File: src/rtl/uprx_pkg.sv
package uprx_pkg;

    localparam int CELL_BYTES = 53;

    typedef enum logic {
        MODE_SINGLE = 1'b0,
        MODE_MULTI  = 1'b1
    } port_mode_e;

    typedef struct packed {
        logic wr;
        logic commit;
        logic drop;
    } frame_ctl_t;

    function automatic logic burst_start(input logic en_n, input logic en_prev_n);
        return !en_n && en_prev_n;
    endfunction

endpackage

File: src/rtl/uprx_select.sv
module uprx_select
    import uprx_pkg::*;
(
    input  logic       clk,
    input  logic       rst,
    input  port_mode_e mode,
    input  logic       en_n,
    input  logic       addr_n,
    output logic       accept
);
    logic en_prev_n;
    logic sel_q;
    logic start;
    logic selected;

    always_comb begin
        start = burst_start(en_n, en_prev_n);
        if (mode == MODE_MULTI)
            selected = start ? !addr_n : sel_q;
        else
            selected = 1'b1;
        accept = !en_n && selected;
    end

    always_ff @(posedge clk) begin
        if (rst) begin
            en_prev_n <= 1'b1;
            sel_q     <= 1'b0;
        end else begin
            en_prev_n <= en_n;
            if (start)
                sel_q <= !addr_n;
            else if (en_n)
                sel_q <= 1'b0;
        end
    end

    // an accepted multi-PHY burst keeps going while enable stays low
    assert_sel_hold_R9: assert property (@(posedge clk) disable iff (rst)
        (mode == MODE_MULTI) && $stable(mode) && !en_n && !$past(en_n) && $past(accept)
        |-> accept);

endmodule

File: src/rtl/uprx_framer.sv
module uprx_framer
    import uprx_pkg::*;
#(
    parameter int CELL  = CELL_BYTES,
    localparam int CNT_W = $clog2(CELL + 1)
) (
    input  logic       clk,
    input  logic       rst,
    input  logic       accept,
    input  logic       soc,
    input  logic       room_ok,
    output frame_ctl_t ctl,
    output logic       in_cell
);
    logic [CNT_W-1:0] cnt, cnt_nxt;

    always_comb begin
        ctl     = '0;
        cnt_nxt = cnt;
        if (accept) begin
            if (soc) begin
                ctl.drop = (cnt != '0);
                if (room_ok) begin
                    ctl.wr  = 1'b1;
                    cnt_nxt = CNT_W'(1);
                end else begin
                    cnt_nxt = '0;
                end
            end else if (cnt != '0) begin
                ctl.wr = 1'b1;
                if (cnt == CNT_W'(CELL - 1)) begin
                    ctl.commit = 1'b1;
                    cnt_nxt    = '0;
                end else begin
                    cnt_nxt = cnt + CNT_W'(1);
                end
            end
        end
        in_cell = (cnt != '0);
    end

    always_ff @(posedge clk) begin
        if (rst) cnt <= '0;
        else     cnt <= cnt_nxt;
    end

endmodule

File: src/rtl/uprx_cellfifo.sv
module uprx_cellfifo
    import uprx_pkg::*;
#(
    parameter int CELL      = CELL_BYTES,
    parameter int FIFO_BYTES = 128,
    localparam int AW    = $clog2(FIFO_BYTES),
    localparam int PTR_W = AW + 1,
    localparam int CNT_W = $clog2(CELL + 1)
) (
    input  logic       clk,
    input  logic       rst,
    input  frame_ctl_t ctl,
    input  logic [7:0] wr_data,
    input  logic       in_cell,
    input  logic       rd_en,
    output logic       rd_valid,
    output logic [7:0] rd_data,
    output logic       rd_first,
    output logic       room_ok,
    output logic       cav
);
    localparam logic [PTR_W-1:0] DEPTH_P = PTR_W'(FIFO_BYTES);
    localparam logic [PTR_W-1:0] ONE_P   = PTR_W'(CELL);
    localparam logic [PTR_W-1:0] TWO_P   = PTR_W'(2 * CELL);

    logic [7:0]       mem [FIFO_BYTES];
    logic [PTR_W-1:0] wr_ptr, cmt_ptr, rd_ptr;
    logic [PTR_W-1:0] waddr, used_c, free_c;
    logic [CNT_W-1:0] rd_idx;
    logic             pop;

    always_comb begin
        waddr    = ctl.drop ? cmt_ptr : wr_ptr;
        used_c   = cmt_ptr - rd_ptr;
        free_c   = DEPTH_P - used_c;
        room_ok  = free_c >= ONE_P;
        cav      = free_c >= (in_cell ? TWO_P : ONE_P);
        rd_valid = (used_c != '0);
        pop      = rd_en && rd_valid;
        rd_data  = mem[rd_ptr[AW-1:0]];
        rd_first = (rd_idx == '0);
    end

    always_ff @(posedge clk) begin
        if (ctl.wr)
            mem[waddr[AW-1:0]] <= wr_data;
    end

    always_ff @(posedge clk) begin
        if (rst) begin
            wr_ptr  <= '0;
            cmt_ptr <= '0;
            rd_ptr  <= '0;
            rd_idx  <= '0;
        end else begin
            if (ctl.wr)        wr_ptr <= waddr + PTR_W'(1);
            else if (ctl.drop) wr_ptr <= cmt_ptr;
            if (ctl.commit)    cmt_ptr <= wr_ptr + PTR_W'(1);
            if (pop) begin
                rd_ptr <= rd_ptr + PTR_W'(1);
                rd_idx <= (rd_idx == CNT_W'(CELL - 1)) ? '0 : rd_idx + CNT_W'(1);
            end
        end
    end

    // a cell is committed only on its 53rd byte
    assert_commit_len_R7: assert property (@(posedge clk) disable iff (rst)
        ctl.commit |-> (wr_ptr - cmt_ptr) == PTR_W'(CELL - 1));

    // no write ever lands on unread data
    assert_no_overflow_R10: assert property (@(posedge clk) disable iff (rst)
        ctl.wr |-> (waddr - rd_ptr) < DEPTH_P);

endmodule

File: src/rtl/uprx_port.sv
module uprx_port
    import uprx_pkg::*;
#(
    parameter int FIFO_BYTES = 128
) (
    input  logic       clk,
    input  logic       rst,
    input  logic       mode_multi,
    input  logic [7:0] bus_data,
    input  logic       bus_soc,
    input  logic       bus_en_n,
    input  logic       bus_addr_n,
    output logic       cav,
    output logic       cav_oe,
    input  logic       rd_en,
    output logic       rd_valid,
    output logic [7:0] rd_data,
    output logic       rd_first
);
    port_mode_e mode;
    logic       accept;
    logic       room_ok;
    logic       in_cell;
    frame_ctl_t ctl;

    assign mode = mode_multi ? MODE_MULTI : MODE_SINGLE;

    uprx_select u_sel (
        .clk    (clk),
        .rst    (rst),
        .mode   (mode),
        .en_n   (bus_en_n),
        .addr_n (bus_addr_n),
        .accept (accept)
    );

    uprx_framer #(.CELL(CELL_BYTES)) u_frm (
        .clk     (clk),
        .rst     (rst),
        .accept  (accept),
        .soc     (bus_soc),
        .room_ok (room_ok),
        .ctl     (ctl),
        .in_cell (in_cell)
    );

    uprx_cellfifo #(.CELL(CELL_BYTES), .FIFO_BYTES(FIFO_BYTES)) u_fifo (
        .clk      (clk),
        .rst      (rst),
        .ctl      (ctl),
        .wr_data  (bus_data),
        .in_cell  (in_cell),
        .rd_en    (rd_en),
        .rd_valid (rd_valid),
        .rd_data  (rd_data),
        .rd_first (rd_first),
        .room_ok  (room_ok),
        .cav      (cav)
    );

    always_ff @(posedge clk) begin
        if (rst)                    cav_oe <= 1'b0;
        else if (mode == MODE_MULTI) cav_oe <= !bus_addr_n;
        else                        cav_oe <= 1'b1;
    end

    // in multi-PHY mode the flag is driven one cycle after a poll
    assert_poll_oe_R4: assert property (@(posedge clk) disable iff (rst)
        mode_multi && $past(mode_multi) && !$past(rst) |-> cav_oe == !$past(bus_addr_n));

    // a cycle that is not accepted never writes the FIFO
    assert_idle_nowrite_R12: assert property (@(posedge clk) disable iff (rst)
        !accept |-> !ctl.wr);

    // a start-of-cell seen while the flag was up always opens a cell
    assert_cav_room_R2: assert property (@(posedge clk) disable iff (rst)
        cav && accept && bus_soc |=> in_cell);

endmodule

File: config.mk
export PLATFORM = sky130hd
export DESIGN_NAME = uprx_port
export DESIGN_NICKNAME = d
export VERILOG_FILES = /design/src/rtl/uprx_pkg.sv /design/src/rtl/uprx_select.sv /design/src/rtl/uprx_framer.sv /design/src/rtl/uprx_cellfifo.sv /design/src/rtl/uprx_port.sv
export SDC_FILE = /design/constraint.sdc
export NUM_CORES = 1
export LEC_CHECK = 0
export BUFFER_PORTS_ARGS = -buffer_cell sky130_fd_sc_hd__buf_2
export CORE_ASPECT_RATIO = 2
export CORE_MARGIN = 2
export CORE_UTILIZATION = 56
export DETAILED_ROUTE_END_ITERATION = 8
export GPL_TIMING_DRIVEN = 0
export HOLD_SLACK_MARGIN = 0.15
export PLACE_DENSITY = 0.72
export SLEW_MARGIN = 5
export SYNTH_ARGS = -nofsm -noshare
export SYNTH_HDL_FRONTEND = slang
export SYNTH_HIERARCHICAL = 1
export SYNTH_SLANG_ARGS = --single-unit
export TNS_END_PERCENT = 10
File: constraint.sdc
create_clock -name clk -period 5.1 [get_ports clk]
set_clock_uncertainty 0.15 [all_clocks]
set_input_delay 0.51 -clock clk [delete_from_list [all_inputs] [get_ports clk]]
set_output_delay 0.51 -clock clk [all_outputs]
set_load 0.05 [all_outputs]
==> results of run 1 <==
[layer usage]
layer	track usage, %	wire [µm]	vias up
li1	-	-	8792
met1	30.5	33100	11400
met2	51.2	58400	1014
met3	4.96	7420	250
met4	16.9	7370	0
met5	0	0	-
[state kept, by name, summed over array words and instances, names as in the netlist, named ones only]
name	flops
u_sel/sel_q	1
cav_oe	1
u_frm/cnt	6
u_fifo/wr_ptr	8
u_fifo/mem	1024
u_sel/en_prev_n	1
u_fifo/cmt_ptr	8
u_fifo/rd_ptr	8
u_fifo/rd_idx	6
[cells in the final DEF (no fill, tap or decap), drive strengths merged, types with 25 or more instances in the layout]
master	instances
a21oi	25
a22oi	32
buf	112
clkbuf	162
clkinv	34
dfxtp	46
edfxtp	1024
inv	35
mux2i	26
mux4	312
nand2	52
nor2	163
[through the flow]
step	worst slack (ns)	std cells	hold WS [ns]	power, µW	util [%]
6_report	-0.169	3275	0.192	18300	64.3
4_1_cts	0.0157	3273	0.154	18300	64.2
5_1_grt	-0.137	3274	0.190	18700	64.3
2_1_floorplan	0.668	2033	0.310	11100	-
3_5_place_dp	-1.19	3075	0.333	11700	58.8
3_3_place_gp	-1.14	3067	0.316	11700	58.4
[Yosys cell counts, types with 12 or more instances]
library cell / number
a21oi_1: 23
edfxtp_1: 1024
inv_1: 30
nand3_1: 22
mux4_2: 312
a22oi_1: 32
dfxtp_1: 46
clkbuf_1: 62
nand2_1: 52
mux2i_1: 26
ha_1: 22
buf_1: 12
buf_2: 27
nor2_1: 163
[worst max-delay path, stage by stage (launching register included)]
cell	delay, ns
dfxtp_1	0.41
clkbuf_1	0.56
clkbuf_2	0.59
mux4_2	0.43
mux4_2	0.54
a22oi_1	0.74
nand4_1	0.36
buf_2	0.32
[final cells by class]
type                            count  area [µm²]
Timing Repair Buffer               78         782
Clock buffer                      103        2280
Antenna cell                        1        2.50
Clock inverter                     52         534
Buffer                            103         574
Fill cell                        4933       26700
Inverter                           30         113
Multi-Input combinational cell    830       11000
Sequential cell                  1070       31700
Tap cell                         1008        1260
[timing repair]
action / 4_1_cts / 5_1_grt
pin swaps: 30 / 9
cloned: 0 / 1
endpoints found under the hold margin: 59 / 0
hold buffers: 9 / 0
buffers inserted: 34 / 0
setup endpoints to repair: 1008 / 971
gates resized for setup: 256 / 23
[kinds of logic after synthesis]
group,count (synthesis),synth area share (%)
compound gates,126,2.17
simple gates,319,3.48
mux,343,17.3
fa+ha+maj,23,0.696
xor+xnor,19,0.392
buf+inv,133,1.30
flops,1070,74.7
[power by group]
group	switching, µW	internal (µW)	total [µW]
logic	1130	785	1910
registers	14.7	9630	9640
clock network	3000	3710	6710
[path summary, 6_finish.rpt]
path                            slack [ns]  depth (start not counted)                end              start
worst min-delay path                  0.19                          1  u_fifo/mem[40][4]        bus_data[4]
worst max-delay path                 -0.17                          7         rd_data[3]          flip-flop
worst max register to register        0.14                         17  u_fifo/mem[45][5]  u_fifo/cmt_ptr[0]
worst min register to register        0.35                          2        u_sel/sel_q        u_sel/sel_q
==> qor.csv, run 1 <==
metric,value,unit
status,finished with violations,
violations,negative setup slack,
clock_path_buffers,3,
gp_congestion,0.955,
htree_num_levels,3,
die_x,199,µm
rsz0062_at_grt,yes,
fin_crit_sh,103,%
ys_ff_latch,1070,
initial_utilization,56.6,%
ys_warn_count,6,
ios,27,
coreArea,75000,µm²
cp_max_fo,10,
syn_area,42400,µm²
path_class,flip-flop to output port,
drc_errors,0,
synth_top_cell_by_area,edfxtp_1,
port_buffers,26,
ctsRootBufferMaster,clkbuf_16,
dieArea,78100,µm²
area_growth_syn_to_layout,13.7,%
synth_top_area_share,72.5,%
final_cell_area,48200,µm²
relSlewSlack,14.7,%
drive_gt1_share,32.1,%
cts_tree,yes,
wl,106000,µm
worst_pin_slew,1.28,ns
grt_max_degree,93,
wl_per_cell,32.5,µm
syn_nets,2071,
rows,142,
ant_nets,0,
min_period,5.27,ns
vias,21400,
clk_pin_slew,0.07,ns
hold_path_class,primary input to flip-flop,
worstPathArrival,4.61,ns
grt.total_usage,28.2,%
crit_path_start_kind,flip-flop,
synth_area_leaders,"edfxtp_1 (72%), mux4_2 (17%), dfxtp_1 (2.2%)",
via_per_inst,6.54,
synth_edf_count,1024,
required,4.44,ns
p_leak,0.0145,µW
synth.distinct_cells,66,
clock_latency,0.66,ns
seq_area_frac_synth,74.7,%
synthFlopType,edfxtp_1,
grt_pass1_vias,22100,
setup_tns,-0.276,ns
clkSinkCount,1070,
drt_iter0_drc,2211,
gr-total-overflow,0,
syn_inst,2033,
cts_made_buffers,85,
critPathCaptureType,output port,
synth.avg_cell_area,20.9,µm²
maxCapViolations,0,
grt_first_pass_wirelength,152000,µm
firstDrtPassIters,5,
place_area,44100,µm²
die_y,393,µm
powerDensity,379,nW/µm²
async_reset_ff_share,0,%
finalHoldViolations,0,
antenna_found_initial,0,
slew_violations,0,
dp_hpwl,72700,µm
max_freq,190,MHz
finalSetupViolCount,2,
timing.final.ws_setup,-0.169,ns
nets,2236,
peakVddDrop,0.000288,V
Power figures use the tool's default switching activity.
==> run 2, diff against run 1 <==
--- a/config.mk
+++ b/config.mk
@@ -12,6 +12,7 @@
 export DETAILED_ROUTE_END_ITERATION = 8
 export GPL_TIMING_DRIVEN = 0
 export HOLD_SLACK_MARGIN = 0.15
+export MAX_ROUTING_LAYER = met4
 export PLACE_DENSITY = 0.72
 export SLEW_MARGIN = 5
 export SYNTH_ARGS = -nofsm -noshare
==> run 2 against run 1 <==
The run now ends clean. Global-route usage up 0.85 points. Via count down 0.27%. Wire length is essentially flat. Total power is 1.6% higher. Sequential power about the same. Core utilization grew 0.34 points. Combinational power barely moved. Hold slack gained 0.0036 ns. Count of clock-buffer cells in the layout is 1 lower. Flip-flop and latch count stayed put. Non-clock buffer count down 1. Maximum frequency rose by 3.3%. Largest cell class unchanged.
==> qor.csv, run 2 (synthesized netlist as in run 1, its figures left out) <==
metric,value,unit
status,finished clean,
die_x,199,µm
path_cells,clkbuf_1 -> clkbuf_2 -> mux4_2 -> mux4_2 -> a22oi_1 -> nand4_1 -> buf_2,
grt_pass1_vias,22300,
grt.total_usage,29.0,%
nets,2236,
clock_latency,0.66,ns
port_buffers,26,
finalHoldViolations,0,
critPathCaptureType,output port,
ios,27,
drc_errors,0,
hold_start,bus_data[3],
ctsRootBufferMaster,clkbuf_16,
finalSetupViolCount,0,
clock_path_buffers,3,
clkSinkCount,1070,
antenna_cells,0,
htree_num_levels,3,
holdPathStages,1,
peakVddDrop,0.000319,V
clk_pin_slew,0.07,ns
via_per_inst,6.53,
initial_utilization,56.6,%
hold_end,u_fifo/mem[69][3],
rsz0062_at_grt,yes,
path_class,flip-flop to output port,
final_cell_mix,"edfxtp_1 (1024), mux4_2 (312), nor2_4 (93), clkbuf_16 (92), clkbuf_1 (49)",
wl_per_cell,32.4,µm
wl,106000,µm
place_area,44100,µm²
ant_nets,0,
die_y,393,µm
grt_first_pass_wirelength,153000,µm
fin_crit_sh,100,%
cp_max_fo,10,
relSlewSlack,15.1,%
dp_hpwl,72700,µm
cp_slowest_stage_delay,0.63,ns
firstDrtPassIters,7,
gp_congestion,1.01,
required,4.44,ns
antenna_found_initial,2,
dieArea,78100,µm²
powerDensity,383,nW/µm²
cpMostUsedCell,mux4_2,
r2r_start,u_fifo/cmt_ptr[0],
drive_gt1_share,32.1,%
r2r-end,u_fifo/mem[125][6],
rr_worst_depth,16,
setup_tns,0,ns
worstPathArrival,4.44,ns
min_period,5.10,ns
area_growth_syn_to_layout,14.3,%
slew_violations,0,
cts_made_buffers,86,
gr-total-overflow,0,
hold_path_class,primary input to flip-flop,
worst_pin_slew,1.27,ns
max_freq,196,MHz
crit_path_start_kind,flip-flop,
drt_iter0_drc,2083,
cts_tree,yes,
layout_commonest_cell,edfxtp_1,
vias,21400,
reg2reg_slack,0.12,ns
final_cell_area,48500,µm²
maxCapViolations,0,
p_leak,0.0146,µW
largest_reg_flops,1024,
rows,142,
coreArea,75000,µm²
grt_max_degree,92,
crit_slowest_cell,a22oi_1,
-- run 2: what timing repair did --
action                                  in CTS  in global routing
hold buffers                                10                  0
gates cloned                                 0                  2
resized for setup                          257                 41
pin swaps                                   28                 36
endpoints found under the setup margin    1024               1019
setup buffers                               30                  1
endpoints found under the hold margin       54                  0
-- run 2: routing by layer --
metal	global-route usage [%]	wire length (µm)
met1	30.6	33000
met4	17.4	7520
met5	-	0
met3	4.38	7420
met2	51.2	58300
-- run 2: final cells by class --
class,instances,area (µm²)
multi-input combinational,830,11100
fill,4933,26500
timing repair buffer,77,845
clock buffer,102,2300
sequential,1070,31700
tap,1008,1260
inverter,30,116
buffer,103,576
clock inverter,53,651
-- run 2: how the worst max path moves through the flow --
stage	from	to	slack [ns]	cells past startpoint
after floorplan	u_fifo/cmt_ptr[0]	u_fifo/mem[29][0]	0.67	17
after global placement	u_fifo/cmt_ptr[1]	u_fifo/mem[91][5]	-1.18	16
after detailed placement	u_fifo/cmt_ptr[1]	u_fifo/mem[91][4]	-1.19	16
after CTS	u_fifo/cmt_ptr[0]	u_fifo/mem[47][4]	-0.02	16
after global routing	u_fifo/cmt_ptr[0]	u_fifo/mem[77][5]	-0.11	16
final	flip-flop	rd_data[2]	0.002	7
-- run 2: critical path, delay by kind of cell (launching register included) --
family	cells	cell delay [ns]
buf+inv	3	1.45
mux	2	0.96
compound gates	1	0.63
flops	1	0.41
simple gates	1	0.30
-- run 2: power by group --
part	switching (µW)	total [µW]	internal, µW
clock network	3030	7010	3980
registers	14.2	9640	9630
logic	1120	1910	784
-- run 2: stage by stage --
stage	total power, µW	std cells	hold WS [ns]	setup WS [ns]	util, %
after floorplan	11100	2033	0.310	0.668	-
after global placement	11700	3067	0.316	-1.18	58.4
after detailed placement	11700	3075	0.326	-1.19	58.8
after CTS	18600	3270	0.154	-0.0248	64.4
after global routing	19000	3273	0.207	-0.108	64.7
final	18600	3273	0.196	0.00161	64.7
==> run 3, diff against run 2 <==
--- a/config.mk
+++ b/config.mk
@@ -8,12 +8,12 @@
 export BUFFER_PORTS_ARGS = -buffer_cell sky130_fd_sc_hd__buf_2
 export CORE_ASPECT_RATIO = 2
 export CORE_MARGIN = 2
-export CORE_UTILIZATION = 56
+export CORE_UTILIZATION = 63
 export DETAILED_ROUTE_END_ITERATION = 8
 export GPL_TIMING_DRIVEN = 0
 export HOLD_SLACK_MARGIN = 0.15
 export MAX_ROUTING_LAYER = met4
-export PLACE_DENSITY = 0.72
+export PLACE_DENSITY = 0.87
 export SLEW_MARGIN = 5
 export SYNTH_ARGS = -nofsm -noshare
 export SYNTH_HDL_FRONTEND = slang
==> run 3 against run 2 <==
The run now ends with negative setup slack left. Global-route usage increased by 9.8 points. Count of clock-buffer cells in the layout down 9. Combinational power grew 7%. Wire length rose by 25%. Final area is 0.13% higher. Die area shrank 11%. Maximum frequency down 6.7%. Cell count is 3.6% lower. Clock power grew 0.6%. Register-to-register slack worse by 0.15 ns. Critical path type unchanged. Critical endpoint unchanged.
==> qor.csv, run 3 (synthesized netlist as in run 1, its figures left out) <==
metric,value,unit
die_x,187,µm
ant_nets,0,
place_area,43900,µm²
max_freq,183,MHz
slew_violations,0,
finalSetupViolCount,17,
ctsRootBufferMaster,clkbuf_16,
rows,134,
crit_path_start_kind,flip-flop,
port_buffers,26,
grt.total_usage,38.9,%
gp_congestion,0.959,
final_cell_mix,"edfxtp_1 (1024), mux4_2 (312), nor2_4 (97), clkbuf_16 (88), nand2_1 (47)",
violations,negative setup slack,
final_cell_area,48500,µm²
cts_made_buffers,83,
nets,2233,
dp_hpwl,73700,µm
p_leak,0.0146,µW
reg2reg_slack,-0.03,ns
min_period,5.47,ns
worst_pin_slew,1.22,ns
worstPathArrival,4.81,ns
largest_reg_flops,1024,
place_ws,-1.35,ns
htree_num_levels,3,
clkSinkCount,1070,
relSlewSlack,18.6,%
ios,27,
critPathCaptureType,output port,
fillers,3590,
cp_max_fo,10,
coreArea,66700,µm²
via_per_inst,7.68,
path_class,flip-flop to output port,
grt_max_degree,89,
grt_first_pass_wirelength,180000,µm
vias,24200,
wl_per_cell,42.2,µm
multi_input_area,11200,µm²
holdWs,0.179,ns
hold_path_class,primary input to flip-flop,
fin_cells,3154,
timing.final.ws_setup,-0.367,ns
finalHoldViolations,0,
dieArea,69600,µm²
drive_gt1_share,32.8,%
fin_crit_sh,107,%
layout_commonest_cell,edfxtp_1,
peakVddDrop,0.000304,V
wl,133000,µm
drt_iter0_drc,4279,
required,4.44,ns
clock_latency,0.66,ns
clk_pin_slew,0.07,ns
gr-total-overflow,0,
maxCapViolations,0,
dpl.cell_count,2951,
rsz0062_at_grt,yes,
status,finished with violations,
register_area,31700,µm²
drc_errors,0,
powerDensity,386,nW/µm²
die_y,371,µm
power.total,18700,µW
initial_utilization,63.6,%
grt_pass1_vias,23800,
cts_tree,yes,
clock_path_buffers,3,
firstDrtPassIters,7,
antenna_found_initial,4,
area_growth_syn_to_layout,14.4,%
-- run 3: worst max-delay path, cell delays in order (launching register included) --
cell and delay (ns):
dfxtp_1 0.54, clkbuf_1 0.56, clkbuf_2 0.66, mux4_2 0.42
mux4_2 0.54, a22oi_1 0.76, nand4_1 0.33, buf_2 0.31
-- run 3: worst paths after layout --
kind | from | endpoint | cells after the start
worst max register to register | u_fifo/cmt_ptr[0] | u_fifo/mem[55][0] | 16
worst min register to register | u_sel/sel_q | u_sel/sel_q | 2
worst max-delay path | flip-flop | rd_data[2] | 7
worst min-delay path | bus_data[3] | u_fifo/mem[40][3] | 1
-- run 3: report_power, final --
group	internal (µW)	leakage, µW	switching (µW)
Clock	3860	0.00141	3190
Combinational	791	0.00362	1250
Sequential	9620	0.00958	18.6
-- run 3: stage by stage --
step | util (%) | TNS [ns]
after floorplan | - | 0
after global placement | 65.4 | -760.49
after detailed placement | 65.8 | -860.56
after CTS | 71.9 | -4.62
after global routing | 72.7 | -45.52
final | 72.8 | -1.09
-- run 3: cell type report --
type / count / area share [%]
tap: 884 / 2.28
timing repair buffer: 77 / 2.04
buffer: 103 / 1.27
clock buffer: 93 / 4.40
clock inverter: 60 / 1.52
multi-input combinational: 830 / 23.0
antenna: 7 / 0.0361
sequential: 1070 / 65.2
inverter: 30 / 0.240
-- run 3: repair_timing --
| item | in CTS | in global routing |
|---|---|---|
| endpoints found under the hold margin | 9 | 0 |
| resized for setup | 237 | 100 |
| pin swaps | 25 | 44 |
| cloned | 0 | 0 |
| endpoints found under the setup margin | 1032 | 1026 |
| hold buffers | 7 | 0 |
| setup buffers | 22 | 14 |
-- run 3: per-layer routing --
metal | wire [µm] | track usage, % | up-vias | share of wire [%]
met5 | 0 | - | - | 0
li1 | - | - | 8779 | -
met1 | 37100 | 41.1 | 12200 | 28
met4 | 15900 | 31.4 | 0 | 12
met3 | 14900 | 9.48 | 848 | 11
met2 | 65200 | 62.5 | 2438 | 49
